$ cat src/rtl/tick_pkg.sv
package tick_pkg;

  typedef enum logic [2:0] {
    SEL_OFF      = 3'd0,
    SEL_D1       = 3'd1,
    SEL_D8       = 3'd2,
    SEL_D64      = 3'd3,
    SEL_D256     = 3'd4,
    SEL_D1024    = 3'd5,
    SEL_EXT_FALL = 3'd6,
    SEL_EXT_RISE = 3'd7
  } sel_code_e;

  localparam int NUM_TAPS = 5;

  // log2 of the division ratio for divider tap idx (1..NUM_TAPS)
  function automatic int tap_shift(input int idx);
    case (idx)
      1:       return 0;
      2:       return 3;
      3:       return 6;
      4:       return 8;
      default: return 10;
    endcase
  endfunction

endpackage

$ cat src/rtl/tick_divider.sv
module tick_divider
  import tick_pkg::*;
#(
  parameter int DIV_W = 10,
  parameter int N_TAP = NUM_TAPS
) (
  input  logic             clk,
  input  logic             rst_n,
  input  logic             run,
  output logic [N_TAP:1]   taps
);

  localparam logic [DIV_W-1:0] STEP = {{(DIV_W-1){1'b0}}, 1'b1};

  logic [DIV_W-1:0] cnt;

  // held at zero while stopped so a start always begins a fresh period
  always_ff @(posedge clk) begin
    if (!rst_n)    cnt <= '0;
    else if (!run) cnt <= '0;
    else           cnt <= cnt + STEP;
  end

  for (genvar gi = 1; gi <= N_TAP; gi++) begin : g_tap
    localparam int SH = tap_shift(gi);
    if (SH == 0) begin : g_every
      assign taps[gi] = run;
    end else if (SH > DIV_W) begin : g_none
      assign taps[gi] = 1'b0;
    end else begin : g_lowbits
      assign taps[gi] = run & (&cnt[SH-1:0]);
    end
  end

  p_wrap_r3: assert property (@(posedge clk) disable iff (!rst_n)
    (run && (&cnt)) |=> (cnt == '0))
    else $error("divider did not wrap to zero");

  p_restart_r4: assert property (@(posedge clk) disable iff (!rst_n)
    $rose(run) |-> (cnt == '0))
    else $error("divider not at zero on start");

endmodule

$ cat src/rtl/ext_edge_det.sv
module ext_edge_det #(
  parameter int SYNC_STAGES = 2
) (
  input  logic clk,
  input  logic rst_n,
  input  logic pin,
  output logic rise,
  output logic fall
);

  logic [SYNC_STAGES:0] shreg;

  always_ff @(posedge clk) begin
    if (!rst_n) shreg <= '0;
    else        shreg <= {shreg[SYNC_STAGES-1:0], pin};
  end

  assign rise =  shreg[SYNC_STAGES-1] & ~shreg[SYNC_STAGES];
  assign fall = ~shreg[SYNC_STAGES-1] &  shreg[SYNC_STAGES];

  p_rise_single_r5: assert property (@(posedge clk) disable iff (!rst_n)
    rise |=> !rise)
    else $error("rise pulse longer than one cycle");

  p_fall_single_r6: assert property (@(posedge clk) disable iff (!rst_n)
    fall |=> !fall)
    else $error("fall pulse longer than one cycle");

endmodule

$ cat src/rtl/tick_select.sv
module tick_select
  import tick_pkg::*;
#(
  parameter int N_TAP = NUM_TAPS
) (
  input  logic            clk,
  input  logic            rst_n,
  input  sel_code_e       sel,
  input  logic [N_TAP:1]  taps,
  input  logic            rise,
  input  logic            fall,
  output logic            tick
);

  logic pick;

  always_comb begin
    case (sel)
      SEL_OFF:      pick = 1'b0;
      SEL_D1:       pick = taps[1];
      SEL_D8:       pick = taps[2];
      SEL_D64:      pick = taps[3];
      SEL_D256:     pick = taps[4];
      SEL_D1024:    pick = taps[5];
      SEL_EXT_FALL: pick = fall;
      SEL_EXT_RISE: pick = rise;
      default:      pick = 1'b0;
    endcase
  end

  always_ff @(posedge clk) begin
    if (!rst_n) tick <= 1'b0;
    else        tick <= pick;
  end

  p_stop_quiet_r2: assert property (@(posedge clk) disable iff (!rst_n)
    (sel == SEL_OFF) |=> !tick)
    else $error("tick while stopped");

  p_one_wide_r7: assert property (@(posedge clk) disable iff (!rst_n)
    (tick && sel != SEL_D1 && sel == $past(sel)) |=> !tick)
    else $error("tick wider than one cycle");

endmodule

$ cat src/rtl/count_tick_gen.sv
module count_tick_gen
  import tick_pkg::*;
#(
  parameter int DIV_W       = 10,
  parameter int SYNC_STAGES = 2
) (
  input  logic       clk,
  input  logic       rst_n,
  input  logic [2:0] sel,
  input  logic       ext_clk,
  output logic       tick
);

  sel_code_e            sel_e;
  logic                 run;
  logic [NUM_TAPS:1]    taps;
  logic                 ext_rise;
  logic                 ext_fall;

  assign sel_e = sel_code_e'(sel);
  assign run   = (sel_e != SEL_OFF);

  tick_divider #(.DIV_W(DIV_W), .N_TAP(NUM_TAPS)) u_div (
    .clk   (clk),
    .rst_n (rst_n),
    .run   (run),
    .taps  (taps)
  );

  ext_edge_det #(.SYNC_STAGES(SYNC_STAGES)) u_edge (
    .clk   (clk),
    .rst_n (rst_n),
    .pin   (ext_clk),
    .rise  (ext_rise),
    .fall  (ext_fall)
  );

  tick_select #(.N_TAP(NUM_TAPS)) u_sel (
    .clk   (clk),
    .rst_n (rst_n),
    .sel   (sel_e),
    .taps  (taps),
    .rise  (ext_rise),
    .fall  (ext_fall),
    .tick  (tick)
  );

endmodule

$ cat config.mk
export PLATFORM = sky130hd
export DESIGN_NAME = count_tick_gen
export DESIGN_NICKNAME = d
export VERILOG_FILES = /design/src/rtl/tick_pkg.sv /design/src/rtl/tick_divider.sv /design/src/rtl/ext_edge_det.sv /design/src/rtl/tick_select.sv /design/src/rtl/count_tick_gen.sv
export SDC_FILE = /design/constraint.sdc
export NUM_CORES = 1
export LEC_CHECK = 0
export BUFFER_PORTS_ARGS = -buffer_cell sky130_fd_sc_hd__buf_2
export CAP_MARGIN = 30
export CORE_MARGIN = 4
export CORE_UTILIZATION = 35
export DETAILED_ROUTE_END_ITERATION = 10
export PLACE_DENSITY = 0.55
export SLEW_MARGIN = 20
export SYNTH_ARGS = -nofsm -noshare
export SYNTH_HDL_FRONTEND = slang
export SYNTH_SLANG_ARGS = --single-unit
$ cat constraint.sdc
create_clock -name clk -period 2.36 [get_ports clk]
set_input_delay 0.354 -clock clk [delete_from_list [all_inputs] [get_ports clk]]
set_output_delay 0.354 -clock clk [all_outputs]
set_load 0.05 [all_outputs]
* Word-level counts from Yosys, hierarchy flattened
Cells that the tools add are included.
** Storage, ports and cells
- Bits in registers :: 14
- Input bits :: 6
- Output and inout bits :: 1
- Logic and storage cells :: 27
** Operators by class
- $add $sub $neg :: 1
- Eq/ne operators :: 7
- Muxes and demuxes :: 1
- Bitwise gates (word level) :: 8
- Reductions and logical operators :: 7
** Operators by type and width (number)
- == test 3 bit (second input constant) :: 4
- adder 10 x 1 -> 10 bit (second input constant) :: 1
- AND reduction 10 bit :: 1
- case mux 1 bit (8 select lines) :: 1
- AND reduction 8 bit :: 1
- bitwise AND 1 bit :: 6
- == test 3 x 2 -> 1 bit (second input constant) :: 2
- AND reduction 6 bit :: 1
- == test 3 x 1 -> 1 bit (second input constant) :: 1
- zero test 3 bit :: 1
- AND reduction 3 bit :: 1
- nonzero test 3 bit :: 1
- inverter 1 bit :: 2
- AND reduction 2 bit :: 1

* Longest topological paths before layout
- Word-level depth :: 3
- Depth in mapped cells :: 5
- Gate-level depth less buffers :: 5

* By module
A second synthesis with hierarchy kept.
** Second synthesis, totals
- Cells, all modules :: 67
- Area total of the unflattened synthesis :: 630.6 µm²
** Modules (own cells, without submodules)
- tick_divider :: instances 1, cells an instance 50, area an instance 452.9 µm², sequential area each 200.2 µm²
- ext_edge_det :: instances 1, cells an instance 8, area an instance 91.3 µm², sequential area each 60.1 µm²
- tick_select :: instances 1, cells an instance 8, area an instance 80.1 µm², sequential area each 20.0 µm²
- count_tick_gen :: instances 1, cells an instance 1, area an instance 6.3 µm², sequential area each 0.0 µm²

* Worst setup path before layout
OpenSTA, ideal clock, no wires.
- Kind :: reg2reg
- From :: reg u_div.cnt[0]
- To :: reg u_sel.tick
- Arrival time :: 1.124 ns
- Setup slack :: 1.148 ns
- Cell stages (with the launch flop) :: 6
- Buffers on the path :: 0
- Cell sequence :: dfxtp_1 > ha_1 > nand4_1 > nor2_1 > nand2_1 > a311oi_2
** On the way
- Cells in the longest elaborated chain, start to end :: 3
** RTL lines
- start, declared :: RTL line tick_divider.sv:15 : logic [DIV_W-1:0] cnt;
- start signal, assigned :: RTL line tick_divider.sv:21 : else cnt <= cnt + STEP;
- AND reduction 10 bit (tied with other cells) :: RTL line tick_divider.sv:31 : assign taps[gi] = run & (&cnt[SH-1:0]);
- bitwise AND 1 bit :: RTL line tick_divider.sv:31
- case mux 1 bit (8 select lines) (*) :: RTL line tick_select.sv:18 : case (sel)
- end signal, assigned :: RTL line tick_select.sv:33 : else tick <= pick;
- end, declared :: RTL line tick_select.sv:12 : output logic tick
Mark *: on every way between the ends. The rest lies on a longest branch, timed or not.
A chain may end at the register's enable or synchronous reset.

* Final worst setup path
Same ends and word-level chain as after synthesis.

==> reports/metrics.cfg <==
[run_status]
status = completed

[route]
viasPerCell = 4.87
firstDrtPassIters = 4
routedWlPerCell_um = 11.0
drt_iter0_drc = 8
drt_wl_total_um = 997
drc = 0
antenna_left = 0
num_vias = 443

[clock_network]
worst_skew_pair.late_latency_ps = 280
cts_hold_buf = 0
cts_resized = 0
root_buffer = clkbuf_4
cts_buffers = 3
clock_sinks = 14
post-cts-setup-buffers = 0
htree_levels = 1
clk_pin_slew_ps = 80
cts_tree = done
cts_buffer_depth = 2

[sta]
worst_slew_pin_slew_ps = 477
clock_skew_ps = 0.369
fmax_mhz = 740
period_share = 0.572
rsz0062_at_grt = no
slew_headroom = 0.682
finalSetupViolCount = 0
finalHoldViolCount = 0
tns_ps = 0
fin_crit_ps = 1350
holdWs_ps = 292
drv_slew = 0

[logic_synthesis]
syn_avg_cell_area_um2 = 9.49
yosys.area.top_type = dfxtp_1
syn_area_um2 = 617
ys_warn_count = 0
syn_inst = 65
synth-seq-area-share = 0.454
synthTopCellsByArea = dfxtp_1, nor2_1, xnor2_1
synth-main-ff-cell = dfxtp_1
synthArstFlopShare = 0
synth_top_area_frac = 0.454
ys_ff_latch = 14
synth_nets = 73
ys_types = 24
synth-edff-count = 0

[finish]
drive_gt1_frac = 0.227
instances_no_fill = 91
n_antenna_cell = 0
fin_util = 0.446
area_delta_synth_final_pct = 14.0
seq_area_um2 = 280
nNetsFinal = 84
multiInputGateArea_um2 = 318
fillCellCount = 170

[power_and_ir_drop]
switching_share = 0.222
p_seq_frac = 0.551
pwr-share-clk = 0.373
p_leak_nw = 0.267
combPwrFrac = 0.075
internal_power_mw = 0.350
p_sw_mw = 0.100
irDropWorstVdd_mv = 0.447
cellPowerDensity_nw_per_um2 = 640

[job]
maxCapViolations = 0

[global_routing]
grt_pass1_vias = 433
track_usage = 0.0967
overflow = 0
grt_pass1_wl_um = 1800
grt_max_degree = 11
antenna_found_initial = 0

[place]
port_buffers = 6
dp_hpwl_um = 770
place_congestion = 0.757
placed_cells_incl_taps = 87

[worst_setup_path]
startpoint_type = flop
arrival_ps = 1540
crit_fanout = 4
critPathCapture = u_sel.tick
r2r-start = u_div.cnt[0]
r2r_end = u_sel.tick
rr_worst_depth = 5
worst-setup-path-type = flop to flop
rrSetupSlack_ps = 1010
crit_start = u_div.cnt[0]
worstSetupEndpointType = flop
worst_ep_required_time_ps = 2550

[floorplanning]
fp.dieH_um = 50.0
io_pins = 7
start_util = 0.391
fp.dieArea_um2 = 2500
core_area_um2 = 1580
fp.dieW_um = 50.0
core.rowCount = 14

[min_path]
min_path_type = input pin to flop

==> worst min-delay path by stage <==
stage	start	depth (start not counted)	end	slack (ps)
floorplan	u_edge.shreg[0]	1	u_edge.shreg[1]	410
global placement	u_edge.shreg[0]	1	u_edge.shreg[1]	420
detailed placement	u_edge.shreg[0]	1	u_edge.shreg[1]	420
CTS	ext_clk	2	u_edge.shreg[0]	280
global route	ext_clk	2	u_edge.shreg[0]	270
finish	ext_clk	2	u_edge.shreg[0]	290
==> cells in the mapped netlist (2+ instances only) <==
cell type,count
a21oi_1,3
and2_1,3
dfxtp_1,14
ha_1,2
inv_1,5
nand2_1,5
nand3_1,3
nor2_1,10
xnor2_1,4
xor2_1,2
==> routing by layer <==
metal,wire length [um],global-route usage
met4,13,0.0415
met1,487,0.103
met3,53,0.0633
met2,441,0.148
met5,0,0
==> placed cells by master (no fill, tap or decap) <==
cell / n
nor4_4: 1
nand2b_1: 1
a21o_1: 1
nand2_1: 5
xor2_1: 2
ha_1: 2
clkbuf_4: 3
nand4_1: 1
and2_1: 3
o22ai_1: 1
o21ai_0: 1
nand2_2: 1
nor2_2: 1
a21oi_1: 3
nand3_1: 3
dfxtp_1: 14
o31ai_4: 1
nor2_1: 10
clkbuf_8: 1
or3_1: 1
nor3_2: 1
inv_1: 5
a311oi_2: 1
xnor2_1: 4
o211ai_1: 1
nand3_2: 1
buf_2: 6
==> state kept, by name, summed over array words and instances (netlist names) <==
name and count:
u_sel.tick 1, u_edge.shreg 3, u_div.cnt 10
==> layout make-up <==
cell class | instances | share of cell area
Multi-Input combinational cell | 46 | 0.452
Sequential cell | 14 | 0.399
Clock buffer | 4 | 0.0516
Timing Repair Buffer | 6 | 0.0427
Tap cell | 16 | 0.0285
Inverter | 5 | 0.0267
==> logic make-up (layout without fill, tap and decap cells) <==
kind of cell / after synthesis / after routing / synth area share
compound gates: 9 / 9 / 0.126
flops: 14 / 14 / 0.454
simple gates: 29 / 29 / 0.264
buf+inv: 5 / 15 / 0.0304
xor+xnor: 6 / 6 / 0.0852
fa+ha+maj: 2 / 2 / 0.0406
==> power by group through the flow <==
stage | clock (mW) | combinational [mW] | sequential (mW)
final | 0.168 | 0.0339 | 0.248
after detailed placement | 0 | 0.0344 | 0.254
after global placement | 0 | 0.0342 | 0.254
after global routing | 0.191 | 0.0381 | 0.250
after CTS | 0.177 | 0.0347 | 0.248
after floorplan | 0 | 0.0175 | 0.257
==> per-stage QoR <==
stage	instance area (um^2)	total power [mW]	setup WS, ps
final	703	0.450	1010
after global routing	703	0.479	848
after CTS	703	0.460	1000
after detailed placement	667	0.288	1020
after global placement	667	0.288	1080
after floorplan	617	0.274	1150
==> worst max-delay path: stages (launching register included) <==
cell and delay [ps]:
dfxtp_1 390, ha_1 210, nand4_1 160, nor2_1 190, nand2_1 90, a311oi_2 240
Note: power is estimated with default switching activity, not from simulation.
